### config.mk
export PLATFORM = sky130hd
export DESIGN_NAME = usb_in_packetizer
export DESIGN_NICKNAME = d
export VERILOG_FILES = /design/src/rtl/usb_inpk_pkg.sv /design/src/rtl/usb_inpk_hdr.sv /design/src/rtl/usb_inpk_store.sv /design/src/rtl/usb_inpk_ctrl.sv /design/src/rtl/usb_in_packetizer.sv
export SDC_FILE = /design/constraint.sdc
export NUM_CORES = 1
export LEC_CHECK = 0
export ABC_AREA = 0
export BUFFER_PORTS_ARGS = -buffer_cell sky130_fd_sc_hd__buf_2
export CORE_AREA = 2 2 249 153
export CTS_CLUSTER_SIZE = 14
export DETAILED_ROUTE_END_ITERATION = 8
export DIE_AREA = 0 0 251 155
export PLACE_DENSITY_LB_ADDON = 0.05
export SYNTH_ARGS = -nofsm -noshare
export SYNTH_HDL_FRONTEND = slang
export SYNTH_SLANG_ARGS = --single-unit
### constraint.sdc
create_clock -name clk -period 4.6 [get_ports clk]
set_input_delay 0.23 -clock clk [delete_from_list [all_inputs] [get_ports clk]]
set_output_delay 0.23 -clock clk [all_outputs]
set_load 0.01 [all_outputs]
### src/rtl/usb_inpk_pkg.sv
package usb_inpk_pkg;

  typedef enum logic [1:0] {
    PK_IDLE,
    PK_SEND,
    PK_WAIT
  } pk_state_e;

  // Answer to a token: packet length in bytes, or -1 for a NAK.
  function automatic int reply_len(int fill, bit ended, bit zlp_owed, int cap);
    if (fill == cap)  return cap;
    if (ended)        return fill;
    if (zlp_owed)     return 0;
    return -1;
  endfunction

  // A zero-length packet is owed after a full packet that closed its frame.
  function automatic bit zlp_after(int sent, bit ended, int cap);
    return (sent == cap) && ended;
  endfunction

  // Header byte by phase: status, then length low, then length high.
  function automatic logic [7:0] hdr_byte(logic [1:0] ph, logic [7:0] st,
                                          logic [15:0] len);
    case (ph)
      2'd0:    return st;
      2'd1:    return len[7:0];
      default: return len[15:8];
    endcase
  endfunction

endpackage

### src/rtl/usb_inpk_hdr.sv
module usb_inpk_hdr
  import usb_inpk_pkg::*;
(
  input  logic        clk,
  input  logic        rst_n,
  input  logic        allow,
  input  logic        frm_valid,
  input  logic [7:0]  frm_data,
  input  logic        frm_last,
  input  logic [7:0]  frm_status,
  input  logic [15:0] frm_len,
  output logic        frm_ready,
  output logic        wr_en,
  output logic [7:0]  wr_data,
  output logic        wr_eof
);
  localparam logic [1:0] PH_DATA = 2'd3;

  logic [1:0] ph;
  logic       in_data;

  assign in_data   = (ph == PH_DATA);
  assign wr_en     = allow && frm_valid;
  assign frm_ready = allow && in_data;
  assign wr_data   = in_data ? frm_data : hdr_byte(ph, frm_status, frm_len);
  assign wr_eof    = wr_en && in_data && frm_last;

  always_ff @(posedge clk) begin
    if (!rst_n) begin
      ph <= 2'd0;
    end else if (wr_en) begin
      if (!in_data)      ph <= ph + 2'd1;
      else if (frm_last) ph <= 2'd0;
    end
  end
endmodule

### src/rtl/usb_inpk_store.sv
module usb_inpk_store #(
  parameter int DEPTH = 64,
  localparam int AW = $clog2(DEPTH)
) (
  input  logic          clk,
  input  logic          wr_en,
  input  logic [AW-1:0] wr_addr,
  input  logic [7:0]    wr_data,
  input  logic [AW-1:0] rd_addr,
  output logic [7:0]    rd_data
);
  logic [7:0] mem [DEPTH];

  for (genvar g = 0; g < DEPTH; g++) begin : g_cell
    always_ff @(posedge clk) begin
      if (wr_en && (wr_addr == AW'(g))) mem[g] <= wr_data;
    end
  end

  assign rd_data = mem[rd_addr];
endmodule

### src/rtl/usb_inpk_ctrl.sv
module usb_inpk_ctrl
  import usb_inpk_pkg::*;
#(
  parameter int CAP = 64,
  localparam int CW = $clog2(CAP + 1),
  localparam int AW = $clog2(CAP)
) (
  input  logic          clk,
  input  logic          rst_n,
  input  logic          wr_en,
  input  logic          wr_eof,
  input  logic          in_token,
  input  logic          in_ack,
  input  logic          in_timeout,
  output logic [AW-1:0] wr_addr,
  output logic [AW-1:0] rd_addr,
  output logic          held,
  output logic          busy,
  output logic          ev_send_start,
  output logic          ep_valid,
  output logic          ep_last,
  output logic          ep_nak
);
  pk_state_e     st;
  logic [CW-1:0] fill_cnt, send_len;
  logic [AW-1:0] rd;
  logic          ended, zlp_owed, nak_q;
  logic          ev_nak, ev_free, ev_retry, send_done;
  int            rep;

  always_comb rep = reply_len(int'(fill_cnt), ended, zlp_owed, CAP);

  assign held          = (fill_cnt == CW'(CAP)) || ended || zlp_owed;
  assign busy          = (st != PK_IDLE);
  assign ev_send_start = (st == PK_IDLE) && in_token && (rep >= 0);
  assign ev_nak        = (st == PK_IDLE) && in_token && (rep < 0);
  assign ev_free       = (st == PK_WAIT) && in_ack;
  assign ev_retry      = (st == PK_WAIT) && !in_ack && in_timeout;
  assign send_done     = (st == PK_SEND) &&
                         ((send_len == '0) || (rd == AW'(send_len - 1'b1)));

  assign wr_addr  = fill_cnt[AW-1:0];
  assign rd_addr  = rd;
  assign ep_valid = (st == PK_SEND) && (send_len != '0);
  assign ep_last  = send_done;
  assign ep_nak   = nak_q;

  always_ff @(posedge clk) begin
    if (!rst_n) begin
      st       <= PK_IDLE;
      fill_cnt <= '0;
      send_len <= '0;
      rd       <= '0;
      ended    <= 1'b0;
      zlp_owed <= 1'b0;
      nak_q    <= 1'b0;
    end else begin
      nak_q <= ev_nak;
      if (ev_free) begin
        fill_cnt <= '0;
        ended    <= 1'b0;
        zlp_owed <= zlp_after(int'(send_len), ended, CAP);
      end else if (wr_en) begin
        fill_cnt <= fill_cnt + 1'b1;
        if (wr_eof) ended <= 1'b1;
      end
      case (st)
        PK_IDLE: if (ev_send_start) begin
          send_len <= CW'(rep);
          rd       <= '0;
          st       <= PK_SEND;
        end
        PK_SEND: begin
          if (send_done) st <= PK_WAIT;
          else           rd <= rd + 1'b1;
        end
        PK_WAIT: if (ev_free || ev_retry) st <= PK_IDLE;
        default: st <= PK_IDLE;
      endcase
    end
  end
endmodule

### src/rtl/usb_in_packetizer.sv
module usb_in_packetizer #(
  parameter int PKT_BYTES = 64
) (
  input  logic        clk,
  input  logic        rst_n,
  input  logic        frm_valid,
  input  logic [7:0]  frm_data,
  input  logic        frm_last,
  input  logic [7:0]  frm_status,
  input  logic [15:0] frm_len,
  output logic        frm_ready,
  input  logic        in_token,
  input  logic        in_ack,
  input  logic        in_timeout,
  output logic        ep_valid,
  output logic [7:0]  ep_data,
  output logic        ep_last,
  output logic        ep_nak
);
  localparam int AW = $clog2(PKT_BYTES);

  logic          wr_en, wr_eof, held, busy, ev_send_start;
  logic [7:0]    wr_data;
  logic [AW-1:0] wr_addr, rd_addr;

  usb_inpk_hdr u_hdr (
    .clk, .rst_n,
    .allow(!held),
    .frm_valid, .frm_data, .frm_last, .frm_status, .frm_len,
    .frm_ready,
    .wr_en, .wr_data, .wr_eof
  );

  usb_inpk_store #(.DEPTH(PKT_BYTES)) u_store (
    .clk,
    .wr_en, .wr_addr, .wr_data,
    .rd_addr,
    .rd_data(ep_data)
  );

  usb_inpk_ctrl #(.CAP(PKT_BYTES)) u_ctrl (
    .clk, .rst_n,
    .wr_en, .wr_eof,
    .in_token, .in_ack, .in_timeout,
    .wr_addr, .rd_addr,
    .held, .busy, .ev_send_start,
    .ep_valid, .ep_last, .ep_nak
  );
endmodule

==> results.txt, run 1 <==
----------------------------------------------------
[Floorplan]
  Core Area ... 0.0369 mm^2
  Number of placement rows ... 55
  Number of top-level design ports ... a little over 50
  Vertical die dimension ... 155 um
  Die boundary width ... 251 um
  Effective utilization at floorplan ... 0.588
  Area of the die ... 0.0389 mm^2

[Layout]
  Area growth from synthesis to layout ... 11.4%
  Number of standard cells in the final layout excluding fillers ... between 1500 and 2000
  Fin nets ... 1258
  Proportion of layout cells with a drive suffix above 1 ... 0.230
  Antenna diodes ... 0

[Route]
  Routed via count ... 11400
  First-pass DRT Iterations ... 5
  Via/cell ratio ... 6.62
  Final Routed Wirelength ... 51700 um
  Highest routing layer actually used ... met4
  Residual antenna-violating net count after detailed routing ... 0
  DRC viols ... 0
  Met3 layer wire length in the routed design ... 5730 um
  Met2 Routed Length ... ~22000 um
  Drt wl/cell ... 30.0 um
  Initial detailed-routing violation count ... 1592
  Met1 WL ... 23700 um

[STA]
  Unrepaired setup endpoints after global routing ... no
  Slew HR ... 0.350
  Endpoints failing hold ... 0
  Setup Skew ... 0.0115 ns
  Actual transition at the worst max-transition pin ... 0.971 ns
  Share of the clock period used by the worst path after layout ... 0.802
  Fin crit period ... 3.69 ns
  Final critical-path setup slack ... 0.911 ns
  Finish-stage setup viols ... 0
  Number of max-slew violations in the final report ... 0
  Aggregate negative setup slack ... 0 ns
  FMAX ... 271 MHz
  Worst hold margin ... between 0.07 and 0.08 ns

[Placed design]
  Placed cell count ... ~1600
  Post-placement worst setup slack ... 1.04 ns
  Hpwl dp ... 31700 um
  Routability-driven placement congestion ratio ... a little under 0.9
  Port Buffers ... 50

[Global routing]
  Gr usage total ... 0.273
  Number of global-route vias before repair ... about 11000
  Pin count of the biggest net entering global routing ... 65
  Number of antenna violations at the first check in global routing ... 0
  Global-route congestion overflow total ... 0
  Wire length of the first global-routing pass ... between 70000 and 80000 um

[Logic synthesis]
  Number of enable flip-flop cells after synthesis ... between 500 and 600
  Top-area cell type share of the netlist area ... 0.709
  Fraction of synthesis flops using an asynchronous set or reset pin ... 0
  Syn nets ... 1188
  Synthesized-area fraction occupied by and/or/nand/nor cells ... 0.0499
  Post-Synth Adder-Cell Area ... 0.00519
  Total of warnings raised by yosys ... 0
  Most common flop cell mapped by yosys ... sky130_fd_sc_hd__edfxtp_1
  Cell area after technology mapping ... 0.0217 mm^2
  Count of unique library cells instantiated by Yosys ... around 50
  Multiplexer share of the synthesized area ... 0.148
  Share of the yosys chip area belonging to registers ... 0.740
  Dominant combinational cell family by area after synthesis ... multiplexers
  Mean instance size in the synthesized netlist ... 19.0 um^2
  Yosys top cell by area ... sky130_fd_sc_hd__edfxtp_1
  Area fraction in compound gates after synthesis ... 0.0371
  Largest cells by area after synthesis ... sky130_fd_sc_hd__edfxtp_1 (71%), sky130_fd_sc_hd__mux4_2 (13%), sky130_fd_sc_hd__dfxtp_1 (3.0%), sky130_fd_sc_hd__nor2_1 (1.6%), sky130_fd_sc_hd__mux2i_1 (1.4%)
  Number of instances in the synthesized netlist ... about 1100
  Xor/xnor cell area share of the yosys netlist ... 0.00485
  Flip-flop and latch count after synthesis ... 545

[Outcome]
  Result of the run ... finished, final reports clean

[Worst setup path]
  Required time at the worst-slack endpoint ... around 4.8 ns
  Startpoint class of the critical path ... flip-flop
  Worst Setup End Kind ... flip-flop
  Worst setup path category ... reg2reg
  Arrival time reported for the critical path endpoint ... 3.89 ns
  Highest fanout seen on the critical path ... 15

[Clock network]
  Number of buffers on the longest clock path ... 3
  Clock tree root driver cell ... sky130_fd_sc_hd__clkbuf_16
  Source-to-sink clock delay at the later pin of the worst-skew pair ... 0.57 ns
  Number of buffers created by CTS ... 49
  TritonCTS clock tree ... done
  Deepest level of the CTS H-tree ... 2
  Number of sinks driven by the clock tree ... 545
  Number of buffers inserted by post-CTS setup repair ... 0
  Reg clk slew, reported paths ... 0.07 ns

[Power and ir drop]
  Total internal power ... 7.91 mW
  Clock power share ... 0.392
  Post-layout power ... 10.1 mW
  P_sw ... 2.15 mW
  Peak VDD IR ... approximately 0.38 mV
  Sequential group share of total power ... 0.560
  Static leakage power ... roughly 7.4 nW
  Share of power burned in combinational logic ... 0.048
  Switching share of power ... 0.214
  Pwr/cell area ... 417 mW/mm^2

[Hold path]
  Hold Crit Class ... in2reg

[Flow run]
  Max-capacitance violation count ... 0

----------------------------------------------------
-- sequential cells by signal (all words and copies together), names as in the netlist, named ones only --
| name | cells |
|---|---|
| u_ctrl.rd_addr | 6 |
| u_ctrl.ended | 1 |
| u_ctrl.ep_nak | 1 |
| u_ctrl.st | 2 |
| u_ctrl.send_len | 7 |
| u_store.mem | 512 |
| u_ctrl.zlp_owed | 1 |
| u_hdr.ph | 2 |
| u_ctrl.fill_cnt | 7 |
-- worst paths after layout --
| path | from | end | slack [ns] | cells past startpoint |
|---|---|---|---|---|
| hold reg to reg | u_ctrl.send_len[4]$_SDFFE_PN0P_ | u_ctrl.send_len[4]$_SDFFE_PN0P_ | 0.50 | 2 |
| hold / removal | in_ack | u_ctrl.zlp_owed$_SDFFE_PN0P_ | 0.07 | 4 |
| setup reg to reg | u_ctrl.fill_cnt[0]$_SDFFE_PP0N_ | u_store.mem[33][1]$_DFFE_PP_ | 0.91 | 6 |
| setup / recovery | u_ctrl.fill_cnt[0]$_SDFFE_PP0N_ | u_store.mem[33][1]$_DFFE_PP_ | 0.91 | 6 |
-- worst max-delay path, stage by stage, from the launching register on --
cell                      delay (ns)
sky130_fd_sc_hd__dfxtp_1        0.47
sky130_fd_sc_hd__inv_1          0.11
sky130_fd_sc_hd__ha_1           0.27
sky130_fd_sc_hd__nand4_1        0.31
sky130_fd_sc_hd__and3_1         0.48
sky130_fd_sc_hd__nand3_1        0.76
sky130_fd_sc_hd__nor2_1         0.89
-- metal layers --
layer | up-vias | GRT usage
met5 | - | 0
met4 | 0 | 0.0533
met3 | 61 | 0.0691
met2 | 602 | 0.363
met1 | 5980 | 0.460
li1 | 4781 | -
-- cell type report --
type | instances | area [um^2]
Sequential cell | 545 | 16000
Timing Repair Buffer | 79 | 528
Clock buffer | 63 | 1330
Tap cell | 484 | 606
Inverter | 10 | 37.5
Multi-Input combinational cell | 525 | 5430
Clock inverter | 19 | 165
Fill cell | 2497 | 12700
-- layout by cell type (no fill, tap or decap), types with 5 or more instances in the layout --
master	Yosys	routed
sky130_fd_sc_hd__a32o_1	8	8
sky130_fd_sc_hd__clkinv_2	0	5
sky130_fd_sc_hd__ha_1	9	9
sky130_fd_sc_hd__o22ai_1	11	11
sky130_fd_sc_hd__o21ai_0	14	14
sky130_fd_sc_hd__edfxtp_1	512	512
sky130_fd_sc_hd__clkbuf_16	0	51
sky130_fd_sc_hd__a22oi_1	22	22
sky130_fd_sc_hd__a211oi_1	9	9
sky130_fd_sc_hd__nand2b_1	12	12
sky130_fd_sc_hd__nor2b_1	10	10
sky130_fd_sc_hd__xnor2_1	6	6
sky130_fd_sc_hd__buf_2	24	50
sky130_fd_sc_hd__mux2i_1	30	30
sky130_fd_sc_hd__a31oi_4	0	8
sky130_fd_sc_hd__nand2_1	54	54
sky130_fd_sc_hd__dfxtp_1	33	30
sky130_fd_sc_hd__nor2_1	94	94
sky130_fd_sc_hd__a21boi_0	8	8
sky130_fd_sc_hd__clkinv_1	1	10
sky130_fd_sc_hd__clkbuf_1	18	11
sky130_fd_sc_hd__inv_1	9	9
sky130_fd_sc_hd__nor3_1	5	5
sky130_fd_sc_hd__o31ai_1	5	5
sky130_fd_sc_hd__nand4_1	11	11
sky130_fd_sc_hd__a21oi_1	10	10
sky130_fd_sc_hd__nand3_1	26	26
sky130_fd_sc_hd__xor2_1	6	6
sky130_fd_sc_hd__mux4_2	129	129
sky130_fd_sc_hd__buf_4	7	21
sky130_fd_sc_hd__o221ai_1	7	7
-- cell families after synthesis --
kind of cell    count (synthesis)
fa+ha+maj                       9
xor+xnor                       12
mux                           159
buf+inv                        70
simple gates                  232
flops                         545
compound gates                113
-- cell usage after synthesis, types with 12 or more instances --
cell	instances
sky130_fd_sc_hd__dfxtp_1	33
sky130_fd_sc_hd__edfxtp_1	512
sky130_fd_sc_hd__nand2_1	54
sky130_fd_sc_hd__mux4_2	129
sky130_fd_sc_hd__nor2_1	94
sky130_fd_sc_hd__nand2b_1	12
sky130_fd_sc_hd__mux2i_1	30
sky130_fd_sc_hd__o21ai_0	14
sky130_fd_sc_hd__nand3_1	26
sky130_fd_sc_hd__a22oi_1	22
sky130_fd_sc_hd__buf_2	24
sky130_fd_sc_hd__clkbuf_1	18
-- stage by stage --
stage | util | instance area (um^2)
after floorplan | - | 21700
after global placement | 0.613 | 22600
after detailed placement | 0.613 | 22600
after CTS | 0.655 | 24100
after global routing | 0.655 | 24100
final | 0.655 | 24100
-- power by group through the flow --
| stage | Sequential [mW] | Clock (mW) | Combinational (mW) |
|---|---|---|---|
| after floorplan | 5.76 | 0 | 0.199 |
| after global placement | 5.74 | 0 | 0.490 |
| after detailed placement | 5.74 | 0 | 0.496 |
| after CTS | 5.63 | 3.97 | 0.495 |
| after global routing | 5.63 | 4.15 | 0.526 |
| final | 5.63 | 3.94 | 0.487 |
-- timing repair --
item                                   in CTS  in global routing
resized for setup                           0                  0
hold buffers                                4                  0
endpoints found under the hold margin       3                  0
Power figures use the tool's default switching activity.
==> run 2, diff against run 1 <==
CORE_AREA = 2 2 258 158   (was 2 2 249 153)
DIE_AREA = 0 0 260 160   (was 0 0 251 155)
clock period = 3 ns   (was 4.6 ns; I/O delays follow)
==> run 2 against run 1 <==
Net effect: critical path depth is 4 higher; sequential share of layout area is 2.6 points lower; die area is 6.9% higher; total power is 52% higher; largest cell class unchanged; wire length is 2.0% lower; clock power is 49% higher; hold slack worse by 0.020 ns; first-iteration DRC count is 16% lower; highest routed layer unchanged; clock-buffer cell count is 2 lower; design area is 4.1% higher; register-to-register slack worse by 0.62 ns.
==> results.txt, run 2 (synthesis gave the netlist of run 1 again) <==
----------------------------------------------------
[Outcome]
  Result of the run ... finished, final reports clean

[Clock network]
  TritonCTS clock tree ... done
  Number of sinks driven by the clock tree ... 545 (unchanged)
  Source-to-sink clock delay at the later pin of the worst-skew pair ... 0.58 ns (about the same)
  Deepest level of the CTS H-tree ... 2 (unchanged)
  Clock tree root driver cell ... sky130_fd_sc_hd__clkbuf_16
  Number of buffers created by CTS ... 49 (unchanged)
  Reg clk slew, reported paths ... 0.06 ns (about the same)
  Number of buffers on the longest clock path ... 3 (unchanged)

[STA]
  Number of max-slew violations in the final report ... 0 (unchanged)
  Finish-stage setup viols ... 0 (unchanged)
  Final critical-path setup slack ... 0.0730 ns (-0.838 ns)
  Fin crit period ... around 2.9 ns
  Share of the clock period used by the worst path after layout ... 0.976
  FMAX ... 342 MHz
  Aggregate negative setup slack ... 0 ns (unchanged)
  Endpoints failing hold ... 0 (unchanged)
  Actual transition at the worst max-transition pin ... 0.962 ns (-0.00941 ns)
  Setup Skew ... 0.0309 ns (+0.0195 ns)
  Worst hold margin ... 0.0519 ns (-0.0201 ns)
  Slew HR ... 0.358 (+0.00779)
  Unrepaired setup endpoints after global routing ... no

[Floorplan]
  Area of the die ... 0.0416 mm^2 (+6.9%)
  Vertical die dimension ... 160 um (+3.2%)
  Number of placement rows ... 57 (+3.6%)
  Die boundary width ... 260 um (+3.6%)
  Number of top-level design ports ... 51 (unchanged)
  Core Area ... 0.0396 mm^2 (+7.3%)
  Effective utilization at floorplan ... 0.548 (-0.0400)

[Layout]
  Most common cell after layout, fill and taps aside ... sky130_fd_sc_hd__edfxtp_1
  Highest-count cells in the layout ignoring fill and taps ... sky130_fd_sc_hd__edfxtp_1 (512), sky130_fd_sc_hd__mux4_2 (129), sky130_fd_sc_hd__buf_4 (102), sky130_fd_sc_hd__nor2_1 (94), sky130_fd_sc_hd__nand2_1 (54)
  Largest registers ... u_store.mem (512), u_ctrl.fill_cnt (7), u_ctrl.send_len (7)
  Final core occ ... 0.635 (-0.0199)
  Area growth from synthesis to layout ... 15.9%
  Fin nets ... 1356 (+7.8%)
  Largest register FFs ... 512 (unchanged)
  Count of fill cells added during filler insertion ... 2758 (+10%)
  Antenna diodes ... 0 (unchanged)
  Proportion of layout cells with a drive suffix above 1 ... 0.293 (+0.0621)
  Register name with the most flops ... u_store.mem
  Number of standard cells in the final layout excluding fillers ... 1871 (+8.5%)

[Worst setup path]
  Highest fanout seen on the critical path ... 6 (-9)
  Arrival time reported for the critical path endpoint ... 2.78 ns (-1.11 ns)
  Startpoint class of the critical path ... flip-flop
  Worst setup path category ... reg2out
  Worst Setup End Kind ... output port
  Required time at the worst-slack endpoint ... 2.85 ns (-1.95 ns)

[Route]
  Via/cell ratio ... 6.18 (-6.7%)
  Drt wl/cell ... 27.1 um (-9.6%)
  DRC viols ... 0 (unchanged)
  Routed via count ... 11600 (+1.2%)
  Final Routed Wirelength ... 50700 um (-2.0%)
  Residual antenna-violating net count after detailed routing ... 0 (unchanged)
  Initial detailed-routing violation count ... 1337 (-16%)
  First-pass DRT Iterations ... 4 (-1)

[Placed design]
  Port Buffers ... 50 (unchanged)
  Placed cell count ... 1773 (+8.2%)
  Post-placement worst setup slack ... 0.322 ns (-0.719 ns)
  Routability-driven placement congestion ratio ... 0.857 (-2.1%)
  Hpwl dp ... 32800 um (+3.7%)

[Power and ir drop]
  Static leakage power ... 7.98 nW (+7.8%)
  Pwr/cell area ... 608 mW/mm^2 (+46%)
  Peak VDD IR ... 0.479 mV (+27%)

[Global routing]
  Wire length of the first global-routing pass ... 76000 um (+0.18%)
  Number of global-route vias before repair ... 11400 (+5.0%)
  Number of antenna violations at the first check in global routing ... 1 (+1)
  Gr usage total ... 0.252 (-0.0209)
  Global-route congestion overflow total ... 0 (unchanged)
  Pin count of the biggest net entering global routing ... 65 (unchanged)

[Flow run]
  Max-capacitance violation count ... 0 (unchanged)

[Hold path]
  Hold Crit Class ... in2reg

----------------------------------------------------
[run 2: timing repair]
item                                    4_1_cts  5_1_grt
setup buffers                                11        0
pin swaps                                     0        1
hold buffers                                  4        0
resized for setup                             4       11
endpoints found under the setup margin        8        5
gates cloned                                  0        0
endpoints found under the hold margin         4        0
[run 2: worst max-delay path: stages, from the launching register on]
cell and delay [ns]:
sky130_fd_sc_hd__dfxtp_4 0.38, sky130_fd_sc_hd__buf_12 0.14, sky130_fd_sc_hd__buf_12 0.12, sky130_fd_sc_hd__mux4_2 0.48, sky130_fd_sc_hd__nor2b_1 0.15, sky130_fd_sc_hd__a211oi_1 0.22, sky130_fd_sc_hd__a21oi_1 0.11, sky130_fd_sc_hd__nor3b_1 0.21
sky130_fd_sc_hd__a311oi_1 0.08, sky130_fd_sc_hd__buf_4 0.20, sky130_fd_sc_hd__buf_2 0.13
[run 2: report_power, final]
part | leakage, nW | switching [mW] | internal (mW)
sequential | 4.88 | 0.0130 | 8.61
combinational | 2.38 | 0.559 | 0.199
clock | 0.723 | 2.63 | 3.26
total | 7.98 | 3.20 | 12.1
[run 2: layer usage]
metal | wire [um] | share of wire | vias up | global-route usage
li1 | - | - | 4981 | -
met1 | 24200 | 0.48 | 6045 | 0.425
met2 | 21700 | 0.43 | 483 | 0.348
met3 | 4260 | 0.084 | 49 | 0.0495
met4 | 588 | 0.012 | 0 | 0.0413
met5 | 0 | 0 | - | 0
[run 2: cell type report]
type	count	area (um^2)	area share
Clock buffer	61	1310	0.0523
Inverter	10	37.5	0.00149
Timing Repair Buffer	177	1440	0.0574
Multi-Input combinational cell	525	5460	0.217
Tap cell	531	664	0.0264
Clock inverter	22	159	0.00633
Sequential cell	545	16000	0.639
[run 2: final timing paths]
path | endpoint | start | cells past startpoint | slack, ns
setup / recovery | ep_data[7] | flip-flop | 10 | 0.07
hold / removal | u_ctrl.zlp_owed$_SDFFE_PN0P_ | in_ack | 4 | 0.05
setup reg to reg | u_store.mem[28][3]$_DFFE_PP_ | u_ctrl.fill_cnt[1]$_SDFFE_PP0N_ | 7 | 0.29
hold reg to reg | u_ctrl.send_len[5]$_SDFFE_PN0P_ | u_ctrl.send_len[5]$_SDFFE_PN0P_ | 2 | 0.50
[run 2: per-stage QoR]
stage               instance area, um^2  power [mW]
floorplan                         21700        9.13
global placement                  23500        9.54
detailed placement                23500        9.55
CTS                               25100        15.3
global route                      25100        15.7
finish                            25100        15.3
